## src/rtl/hds_pkg.sv

```systemverilog
package hds_pkg;
  typedef enum logic {
    PH_RESET = 1'b0,
    PH_LIVE  = 1'b1
  } hds_phase_e;
endpackage

```

## src/rtl/hds_fetch_gate.sv

```systemverilog
module hds_fetch_gate #(
  parameter int EXIT_DELAY = 3
) (
  input  logic clk,
  input  logic rst_n,
  input  logic active,
  input  logic fetch_en,
  output logic exit_now
);
  localparam int CW = (EXIT_DELAY > 1) ? $clog2(EXIT_DELAY) : 1;
  localparam logic [CW-1:0] LAST = CW'(EXIT_DELAY - 1);

  logic          armed_q;
  logic [CW-1:0] cnt_q;
  logic          seen;

  assign seen     = armed_q | fetch_en;
  assign exit_now = active & seen & (cnt_q == LAST);

  always_ff @(posedge clk or negedge rst_n) begin
    if (!rst_n) begin
      armed_q <= 1'b0;
      cnt_q   <= '0;
    end else if (active && seen) begin
      armed_q <= 1'b1;
      if (!exit_now) cnt_q <= cnt_q + 1'b1;
    end
  end
endmodule

```

## src/rtl/hds_req_latch.sv

```systemverilog
module hds_req_latch (
  input  logic clk,
  input  logic rst_n,
  input  logic active,
  input  logic live,
  input  logic exit_now,
  input  logic dbg_req,
  input  logic dbg_mode,
  output logic pend_now,
  output logic hold_q
);
  logic pend_q;

  assign pend_now = pend_q | dbg_req;

  always_ff @(posedge clk or negedge rst_n) begin
    if (!rst_n) begin
      pend_q <= 1'b0;
      hold_q <= 1'b0;
    end else begin
      if (active) pend_q <= pend_now;
      if (exit_now)  hold_q <= pend_now & ~dbg_mode;
      else if (live) hold_q <= hold_q & ~dbg_mode;
    end
  end
endmodule

```

## src/rtl/hds_phase_ctrl.sv

```systemverilog
module hds_phase_ctrl
  import hds_pkg::*;
(
  input  logic clk,
  input  logic rst_n,
  input  logic exit_now,
  input  logic pend_now,
  input  logic hold_q,
  input  logic dbg_mode,
  output logic active,
  output logic live,
  output logic st_reset,
  output logic st_running,
  output logic st_halted
);
  hds_phase_e phase_q;
  logic       halted_q;

  always_ff @(posedge clk or negedge rst_n) begin
    if (!rst_n) begin
      phase_q  <= PH_RESET;
      halted_q <= 1'b0;
    end else begin
      if (phase_q == PH_RESET && exit_now) phase_q <= PH_LIVE;
      if (exit_now)                 halted_q <= pend_now | dbg_mode;
      else if (phase_q == PH_LIVE)  halted_q <= dbg_mode | hold_q;
    end
  end

  assign active     = (phase_q == PH_RESET);
  assign live       = (phase_q == PH_LIVE);
  assign st_reset   = active;
  assign st_halted  = live & halted_q;
  assign st_running = live & ~halted_q;
endmodule

```

## src/rtl/hart_dbg_status.sv

```systemverilog
module hart_dbg_status #(
  parameter int EXIT_DELAY = 3
) (
  input  logic clk,
  input  logic rst_n,
  input  logic fetch_en,
  input  logic dbg_req,
  input  logic dbg_mode,
  output logic st_reset,
  output logic st_running,
  output logic st_halted
);
  logic active, live, exit_now, pend_now, hold_q;

  hds_fetch_gate #(.EXIT_DELAY(EXIT_DELAY)) u_gate (
    .clk(clk), .rst_n(rst_n), .active(active),
    .fetch_en(fetch_en), .exit_now(exit_now)
  );

  hds_req_latch u_req (
    .clk(clk), .rst_n(rst_n), .active(active), .live(live),
    .exit_now(exit_now), .dbg_req(dbg_req), .dbg_mode(dbg_mode),
    .pend_now(pend_now), .hold_q(hold_q)
  );

  hds_phase_ctrl u_phase (
    .clk(clk), .rst_n(rst_n), .exit_now(exit_now), .pend_now(pend_now),
    .hold_q(hold_q), .dbg_mode(dbg_mode), .active(active), .live(live),
    .st_reset(st_reset), .st_running(st_running), .st_halted(st_halted)
  );
endmodule

```

## config.mk

```make
export PLATFORM = sky130hd
export DESIGN_NAME = hart_dbg_status
export DESIGN_NICKNAME = d
export VERILOG_FILES = /design/src/rtl/hds_pkg.sv /design/src/rtl/hds_fetch_gate.sv /design/src/rtl/hds_req_latch.sv /design/src/rtl/hds_phase_ctrl.sv /design/src/rtl/hart_dbg_status.sv
export SDC_FILE = /design/constraint.sdc
export NUM_CORES = 1
export LEC_CHECK = 0
export CAP_MARGIN = 5
export CORE_AREA = 2 2 39 41
export CTS_CLUSTER_SIZE = 30
export DETAILED_ROUTE_END_ITERATION = 6
export DIE_AREA = 0 0 41 43
export DONT_BUFFER_PORTS = 1
export GPL_TIMING_DRIVEN = 0
export PLACE_DENSITY = 0.41
export SYNTH_ARGS = -nofsm -noshare
export SYNTH_HDL_FRONTEND = slang
export SYNTH_SLANG_ARGS = --single-unit
```

## constraint.sdc

```tcl
create_clock -name clk -period 1.4 [get_ports clk]
set_clock_uncertainty 0.05 [all_clocks]
set_input_delay 0.07 -clock clk [delete_from_list [all_inputs] [get_ports clk]]
set_output_delay 0.07 -clock clk [all_outputs]
set_load 0.02 [all_outputs]
```

Word-level counts from Yosys, hierarchy flattened
Cells that the tools add are included.
- flip-flop bits (word level): 7
- input bits: 5
- output and inout port bits: 3
- word-level logic and storage cells: 30
- $add $sub $neg: 1
- eq/ne operators: 1
- multiplexer cells: 4
- bitwise gates (word level): 14
- reduce and logical (&&, ||, !) cells: 4
- operator list (cell ; count):
    bitwise AND 1 bit ; 6
    two-way mux 1 bit ; 4
    NOT 1 bit ; 4
    OR 1 bit ; 4
    adder 2 x 1 -> 2 bit (second input constant) ; 1
    equality test 2 bit (second input constant) ; 1
    logical AND 1 bit ; 2
    AND reduction 2 bit ; 1
    nonzero test 2 bit ; 1

Longest topological paths before layout
Gate-level depths: netlist of the first run.
- depth in word-level cells: 5
- mapped depth: 4
- gate-level depth less buffers: 4

Modules after synthesis
A second synthesis of the first run with hierarchy kept.
- cells, all modules: 32
- area total of the unflattened synthesis: 347.8 µm²
- modules (own cells, without submodules) (module ; times used ; cells each ; area an instance (µm²)):
    hds_fetch_gate ; 1 ; 13 ; 143.9
    hds_phase_ctrl ; 1 ; 11 ; 112.6
    hds_req_latch ; 1 ; 8 ; 91.3

Least setup slack after synthesis of the first run
No wires, ideal clock.
- kind: reg2reg
- from: register u_gate.armed_q
- to: register u_phase.halted_q
- library setup time: 121 ps
- data arrival time: 979 ps
- setup slack: 250 ps
- stages on the path, launching flop included: 4
- buffers on the path: 0
- cell sequence: dfrtp_1 > o21ba_4 > a21o_1 > o22a_1
- longest elaborated chain between the ends: 4
- elaborated cells on any way between the ends: 5
- ends and longest elaborated chain (what ; line ; text):
    start: declaration ; hds_fetch_gate.sv:13 ; logic armed_q;
    start signal: assignment ; hds_fetch_gate.sv:22 ; armed_q <= 1'b0;
    start signal: assignment ; hds_fetch_gate.sv:25 ; armed_q <= 1'b1;
    OR 1 bit (*) ; hds_fetch_gate.sv:17 ; assign seen = armed_q | fetch_en;
    bitwise AND 1 bit (*) (2 in series) ; hds_fetch_gate.sv:18 ; assign exit_now = active & seen & (cnt_q == LAST);
    two-way mux 1 bit / nonzero test 2 bit (equally long branches) ; - ;
    end signal: assignment ; hds_phase_ctrl.sv:25 ; if (exit_now) halted_q <= pend_now | dbg_mode;
    end signal: assignment ; hds_phase_ctrl.sv:26 ; else if (phase_q == PH_LIVE) halted_q <= dbg_mode | hold_q;
    end: declaration ; hds_phase_ctrl.sv:17 ; logic halted_q;
Mark *: on every way between the ends. The rest lies on a longest branch, timed or not.
A chain may end at the register's enable or synchronous reset.

Final worst setup path of the first run
- from: register u_gate.cnt_q[0]
- to: register u_phase.halted_q
- longest elaborated chain between the ends: 3
- elaborated cells on any way between the ends: 4
- ends and longest elaborated chain (what ; line ; text):
    start: declaration ; hds_fetch_gate.sv:14 ; logic [CW-1:0] cnt_q;
    start signal: assignment ; hds_fetch_gate.sv:26 ; if (!exit_now) cnt_q <= cnt_q + 1'b1;
    equality test 2 bit (*) ; hds_fetch_gate.sv:18 ;
    bitwise AND 1 bit (*) ; hds_fetch_gate.sv:18 ;
    two-way mux 1 bit / nonzero test 2 bit (equally long branches) ; - ;
Marked as above.

==> out/metrics.csv, run 1 <==
metric,value,unit
status,completed,
GR met1 Demand/Resource,7.82,%
setup TNS,0,ns
die width,41,um
drt drc,0,
grt peak-use layer,met2,
CP required,1.48,ns
mean area per synthesized cell,11.8,um2
share of post-route cells with drive strength above 1,19.4,%
worst slew pin tran,0.338,ns
pwr/cell area,1710,nW/um2
Root Driver,clkbuf_4,
CTS tree,yes,
DP Worst Slack,0.188,ns
final hold violation count,0,
Slew headroom,77.4,%
synth top area cells,"dfrtp_1, a21o_1, o21ba_4, o32ai_2, ha_1",
DRT iter0 DRCs,3,
PnR worst setup slack,0.180,ns
Layout Nets,43,
n_diodes,0,
Worst-Skew Late Latency,0.25,ns
first-pass GRT wire length,945,um
H-tree Lvls,1,
number of nets with antenna violations after routing,0,
post-synth top area cell,dfrtp_1,
largest net degree at the start of global routing,8,
CP Capture Type,flop,
"Reg clk slew, reported paths",0.05,ns
Simple-Gate Fraction of Synth Area,7.58,%
Via Count,251,
FP Rows,14,
crit start category,flop,
crit-path leading delay family,compound AO/OA/AOI/OAI gates,
CP max-delay cell,dfrtp_1,
Synth Area in XOR/XNOR,2.65,%
Starting Density,23.9,%
FMAX,819,MHz
Post-CTS Setup Inserts,0,
Synth Area in Adders,3.79,%
vias per cell,4.83,
worst path cell trace,inv_1 -> ha_1 -> a21o_1 -> o22a_1,
grt ovf,0,
RSZ-0062 raised after global routing,no,
number of antenna violations at the first check in global routing,0,
Synth Area in Compound Gates,29.5,%
max incr delay on CP,0.32,ns
Inserted Clock Buffers,3,
worst-path fanout max,7,
Die Ht,43,um
peak supply drop,0.000382,V
Inst Count DP,44,
drt pass-1 iters,4,
Max Cap Viol,0,
post-synthesis sequential area ratio,53.0,%
largest family of logic cells by synthesized area,compound AO/OA/AOI/OAI gates,
Buf/Inv on CP,1,
Synth Net Count,34,
final-layout fill cell count,150,
Synth Register Bits,7,
met3 Use GR,4.71,%
fin crit share,87.2,%
min Tclk post-route,1.22,ns
"commonest cells after routing, fill and taps aside","dfrtp_1, dlygate4sd3_1, inv_1, a21o_1, clkbuf_4",
GRT Total Usage,8.97,%
number of placed I/O pins,8,
"commonest non-fill, non-tap cell in the layout",dfrtp_1,
Area Overhead vs Synth,26.9,%
"non-filler cells, final",52,
core area,1380,um2
met2 Usage GRT,12.8,%
crit path kind,flop to flop,
share of the synthesized area in the top cell type,53.0,%
Routed WL,604,um
FF+latch area,175,um2
clk sinks,7,
Hold Path Class,input pin to flop,
WL per Instance,11.6,um
post-synthesis mux area share,0,%
Die ar.,1760,um2
Finish-stage setup viols,0,
post-synthesis cell count,28,
Syn Std Cell Area,330,um2
Yosys cell types,16,
Multi-input gate area,146,um2
final slew viol count,0,
vias in the first global route,236,
Synth Warn #,0,
I/O Buffers,0,
clock buffer depth,2,
Final GP Congestion,0.513,
post-detail-place hpwl,480,um
static leakage,0.177,nW
WP data arrival,1.30,ns
[where the power goes]
part           internal [W]  switching [W]
sequential         0.000252      0.0000309
combinational      0.000107       0.000144
clock              0.000109      0.0000746
total              0.000467       0.000249
[per-stage QoR]
stage | total power, W | cell area (um2) | hold slack [ns] | util (%)
global route | 0.000770 | 419 | 0.111 | 30.3
CTS | 0.000731 | 417 | 0.0616 | 30.1
finish | 0.000716 | 419 | 0.0744 | 30.3
detailed placement | 0.000524 | 350 | -0.275 | 25.3
global placement | 0.000510 | 350 | -0.275 | 25.3
floorplan | 0.000485 | 330 | -0.276 | -
[synth_stat cells, drive strengths merged]
| cell type | count |
|---|---|
| xnor2 | 1 |
| o32ai | 1 |
| dfrtp | 7 |
| ha | 1 |
| a21oi | 1 |
| o31ai | 1 |
| inv | 3 |
| nor2 | 3 |
| and3 | 1 |
| o21ba | 1 |
| o21ai | 1 |
| o22a | 1 |
| a21o | 3 |
| o21bai | 1 |
| a32oi | 1 |
| and2 | 1 |
[final timing paths]
| kind | startpoint | end | slack, ns | depth (start not counted) |
|---|---|---|---|---|
| worst max-delay path | u_gate.cnt_q[0]$_DFFE_PN0P_ | u_phase.halted_q$_DFFE_PN0P_ | 0.18 | 4 |
| worst min-delay path | fetch_en | u_gate.cnt_q[1]$_DFFE_PN0P_ | 0.07 | 2 |
| worst max register to register | u_gate.cnt_q[0]$_DFFE_PN0P_ | u_phase.halted_q$_DFFE_PN0P_ | 0.18 | 4 |
| worst min register to register | u_req.pend_q$_DFFE_PN0N_ | u_req.pend_q$_DFFE_PN0N_ | 0.42 | 1 |
| max in group asynchronous | rst_n | u_gate.cnt_q[1]$_DFFE_PN0P_ | 0.95 | 1 |
| min in group asynchronous | rst_n | u_phase.live$_DFFE_PN0P_ | 0.11 | 1 |
[timing repair]
action                     4_1_cts  5_1_grt
hold endpoints to repair        11        0
setup endpoints to repair        0        1
hold buffers                     4        0
resized for setup                0        1
[layer usage]
metal / vias up / share of wire (%)
met3: 0 / 7.6
met2: 7 / 53
met5: - / 0
li1: 120 / -
met1: 124 / 39
met4: 0 / 0
[area by class of cell]
cell class / instances / share of cell area [%]
clock buffer: 4 / 6.27
inverter: 3 / 2.69
multi-input combinational: 18 / 34.9
sequential: 7 / 41.8
tap: 16 / 4.78
timing repair buffer: 4 / 9.55
[sequential cells by signal (all words and copies together), names as in the netlist]
register,cells
u_gate.cnt_q,2
u_req.hold_q,1
u_req.pend_q,1
u_gate.armed_q,1
u_phase.halted_q,1
u_phase.live,1
[worst reg2reg max path, delay by kind of cell, from the launching register on]
family                   cells  cell delay, ns
adder cells (fa/ha/maj)      1            0.27
AO/OA/AOI/OAI                2            0.42
flip-flops                   1            0.32
buffers and inverters        1            0.06
[logic make-up after synthesis]
logic type	Yosys count
adder cells (fa/ha/maj)	1
buffers and inverters	3
AO/OA/AOI/OAI	11
XOR/XNOR	1
AND/OR/NAND/NOR	5
flip-flops	7
(Power assumes the default switching activity.)
==> run 2: changes to the inputs <==
--- a/config.mk
+++ b/config.mk
@@ -12,7 +12,9 @@
 export DIE_AREA = 0 0 41 43
 export DONT_BUFFER_PORTS = 1
 export GPL_TIMING_DRIVEN = 0
-export PLACE_DENSITY = 0.41
+export PLACE_DENSITY = 0.42
+export SETUP_SLACK_MARGIN = 0.2
 export SYNTH_ARGS = -nofsm -noshare
 export SYNTH_HDL_FRONTEND = slang
+export SYNTH_HIERARCHICAL = 1
 export SYNTH_SLANG_ARGS = --single-unit
==> constraint.sdc (replaced) <==
create_clock -name clk -period 1.4 [get_ports clk]
set_clock_uncertainty 0.05 [all_clocks]
set_input_delay 0.07 -clock clk [delete_from_list [all_inputs] [get_ports clk]]
set_output_delay 0.07 -clock clk [all_outputs]
set_load 0.05 [all_outputs]
==> out/metrics.csv, run 2 <==
metric,value,unit
Yosys cell types,19,
number of flip-flops in the largest register,2,
post-detail-place hpwl,478,um
min Tclk post-route,1.20,ns
DRT iter0 DRCs,8,
Hold WS,0.00895,ns
Hold Path Class,input pin to flop,
reg2reg start,u_gate/cnt_q[1]$_DFFE_PN0P_,
FMAX,830,MHz
final slew viol count,0,
post-synth top area cell,dfrtp_1,
clk sinks,7,
clock buffer depth,2,
most common cell in the netlist,dfrtp_1,
Biggest register,u_gate/cnt_q,
drt pass-1 iters,4,
share of the synthesized area in the top cell type,50.4,%
final hold violation count,0,
Inserted Clock Buffers,3,
crit path kind,flop to flop,
Synth Warn #,6,
grt ovf,0,
Via Count,263,
post-synthesis sequential area ratio,50.4,%
n_diodes,0,
Synth Register Bits,7,
largest family of logic cells by synthesized area,compound AO/OA/AOI/OAI gates,
I/O Buffers,0,
overall power,0.000933,W
"Reg clk slew, reported paths",0.05,ns
vias in the first global route,303,
share of post-route cells with drive strength above 1,51.2,%
Buf/Inv on CP,1,
CTS tree,yes,
CP Capture Type,flop,
"commonest non-fill, non-tap cell in the layout",dfrtp_1,
Area Overhead vs Synth,45.0,%
CP max-delay cell,dfrtp_1,
FF+latch area,176,um2
Multi-input gate area,194,um2
status,completed,
Post-synth EDFFs,0,
Starting Density,25.1,%
Critical R2R Capture,u_req/hold_q$_DFFE_PN0P_,
number of nets with antenna violations after routing,0,
Simple-Gate Fraction of Synth Area,18.0,%
worst slew pin tran,0.351,ns
"commonest cells after routing, fill and taps aside","dfrtp_1, dlygate4sd3_1, buf_4",
first-pass GRT wire length,1160,um
Syn Std Cell Area,348,um2
Die Ht,43,um
number of antenna violations at the first check in global routing,0,
number of placed I/O pins,8,
most frequent cells after synthesis,"dfrtp_1, inv_1, nor2_1",
Root Driver,clkbuf_4,
fin crit share,86.0,%
max incr delay on CP,0.42,ns
worst-path fanout max,5,
Final GP Congestion,0.538,
Finish-stage setup viols,0,
crit-path leading delay family,flip-flops,
Synth Area in XOR/XNOR,2.52,%
crit start category,flop,
drt drc,0,
synth top area cells,"dfrtp_1, a21o_2, inv_1, ha_1, nor3b_2",
ys flop type,dfrtp_1,
CP required,1.48,ns
post-synthesis cell count,32,
RSZ-0062 raised after global routing,yes,
WL per Instance,11.3,um
Synth Net Count,38,
setup TNS,0,ns
Post-synth ARST share,100,%
final-layout fill cell count,143,
mean area per synthesized cell,10.9,um2
Worst-Skew Late Latency,0.25,ns
Hold Path Origin,dbg_mode,
worst path cell trace,ha_4 -> inv_2 -> nor2_4 -> nor2b_1 -> a32o_1,
Synth Area in Adders,3.60,%
r2r setup slk,0.20,ns
static leakage,0.196,nW
Worst Hold Path Cells,2,
core area,1380,um2
Routed WL,664,um
hold path endpoint,u_req/hold_q$_DFFE_PN0P_,
Max Cap Viol,0,
Slew headroom,76.6,%
GRT Total Usage,10.0,%
vias per cell,4.46,
Register-to-Register Path Depth,5,
die width,41,um
WP data arrival,1.29,ns
Synth Area in Compound Gates,19.1,%
Layout Nets,50,
H-tree Lvls,1,
FP Rows,14,
largest net degree at the start of global routing,8,
pwr/cell area,1850,nW/um2
peak supply drop,0.000572,V
Die ar.,1760,um2
post-synthesis mux area share,0,%
-- run 2: how the worst max path moves through the flow --
stage                                     start                  endpoint  slack (ns)  cells past startpoint
floorplan           u_gate/cnt_q[0]$_DFFE_PN0P_  u_req/hold_q$_DFFE_PN0P_        0.16                      6
finish              u_gate/cnt_q[1]$_DFFE_PN0P_  u_req/hold_q$_DFFE_PN0P_        0.20                      5
global route        u_gate/cnt_q[0]$_DFFE_PN0P_  u_req/hold_q$_DFFE_PN0P_        0.13                      6
CTS                    u_phase/live$_DFFE_PN0P_  u_req/hold_q$_DFFE_PN0P_        0.17                      5
global placement       u_phase/live$_DFFE_PN0P_  u_req/hold_q$_DFFE_PN0P_        0.09                      5
detailed placement     u_phase/live$_DFFE_PN0P_  u_req/hold_q$_DFFE_PN0P_        0.04                      5
-- run 2: kinds of logic after synthesis --
kind of cell,after synthesis
AND/OR/NAND/NOR,10
AO/OA/AOI/OAI,8
flip-flops,7
buffers and inverters,5
XOR/XNOR,1
adder cells (fa/ha/maj),1
-- run 2: layer usage --
layer / vias to the layer above / global-route usage, % / wire length [um]
met1: 125 / 10.9 / 305
met2: 8 / 15.0 / 314
li1: 130 / - / -
met5: - / 0 / 0
met4: 0 / 6.00 / 0
met3: 0 / 4.71 / 44
-- run 2: cell type report --
| class | count | share of cell area [%] |
|---|---|---|
| sequential | 7 | 35.0 |
| timing repair buffer | 7 | 12.4 |
| multi-input combinational | 20 | 38.5 |
| tap | 16 | 3.97 |
| clock buffer | 4 | 5.21 |
| buffer | 1 | 1.49 |
| inverter | 4 | 3.47 |
-- run 2: metrics by stage --
stage | cell area, um2 | util (%) | cells | setup WS (ns)
3_3_place_gp | 375 | 27.1 | 48 | 0.0863
4_1_cts | 492 | 35.5 | 59 | 0.166
5_1_grt | 504 | 36.4 | 59 | 0.134
6_report | 504 | 36.4 | 59 | 0.195
3_5_place_dp | 375 | 27.1 | 48 | 0.0403
2_1_floorplan | 355 | - | 32 | 0.156
-- run 2: power by group --
group	total, W	internal [W]	switching [W]	leakage [nW]
Combinational	0.000445	0.000173	0.000273	0.105
Clock	0.000183	0.000109	0.0000744	0.0150
Sequential	0.000304	0.000256	0.0000484	0.0758
Total	0.000933	0.000538	0.000395	0.196
-- run 2: timing repair --
item,CTS,global route
hold buffers,4,0
pin swaps,2,2
endpoints found under the setup margin,5,5
gates resized for setup,7,3
hold endpoints to repair,10,0
buffers inserted,3,0
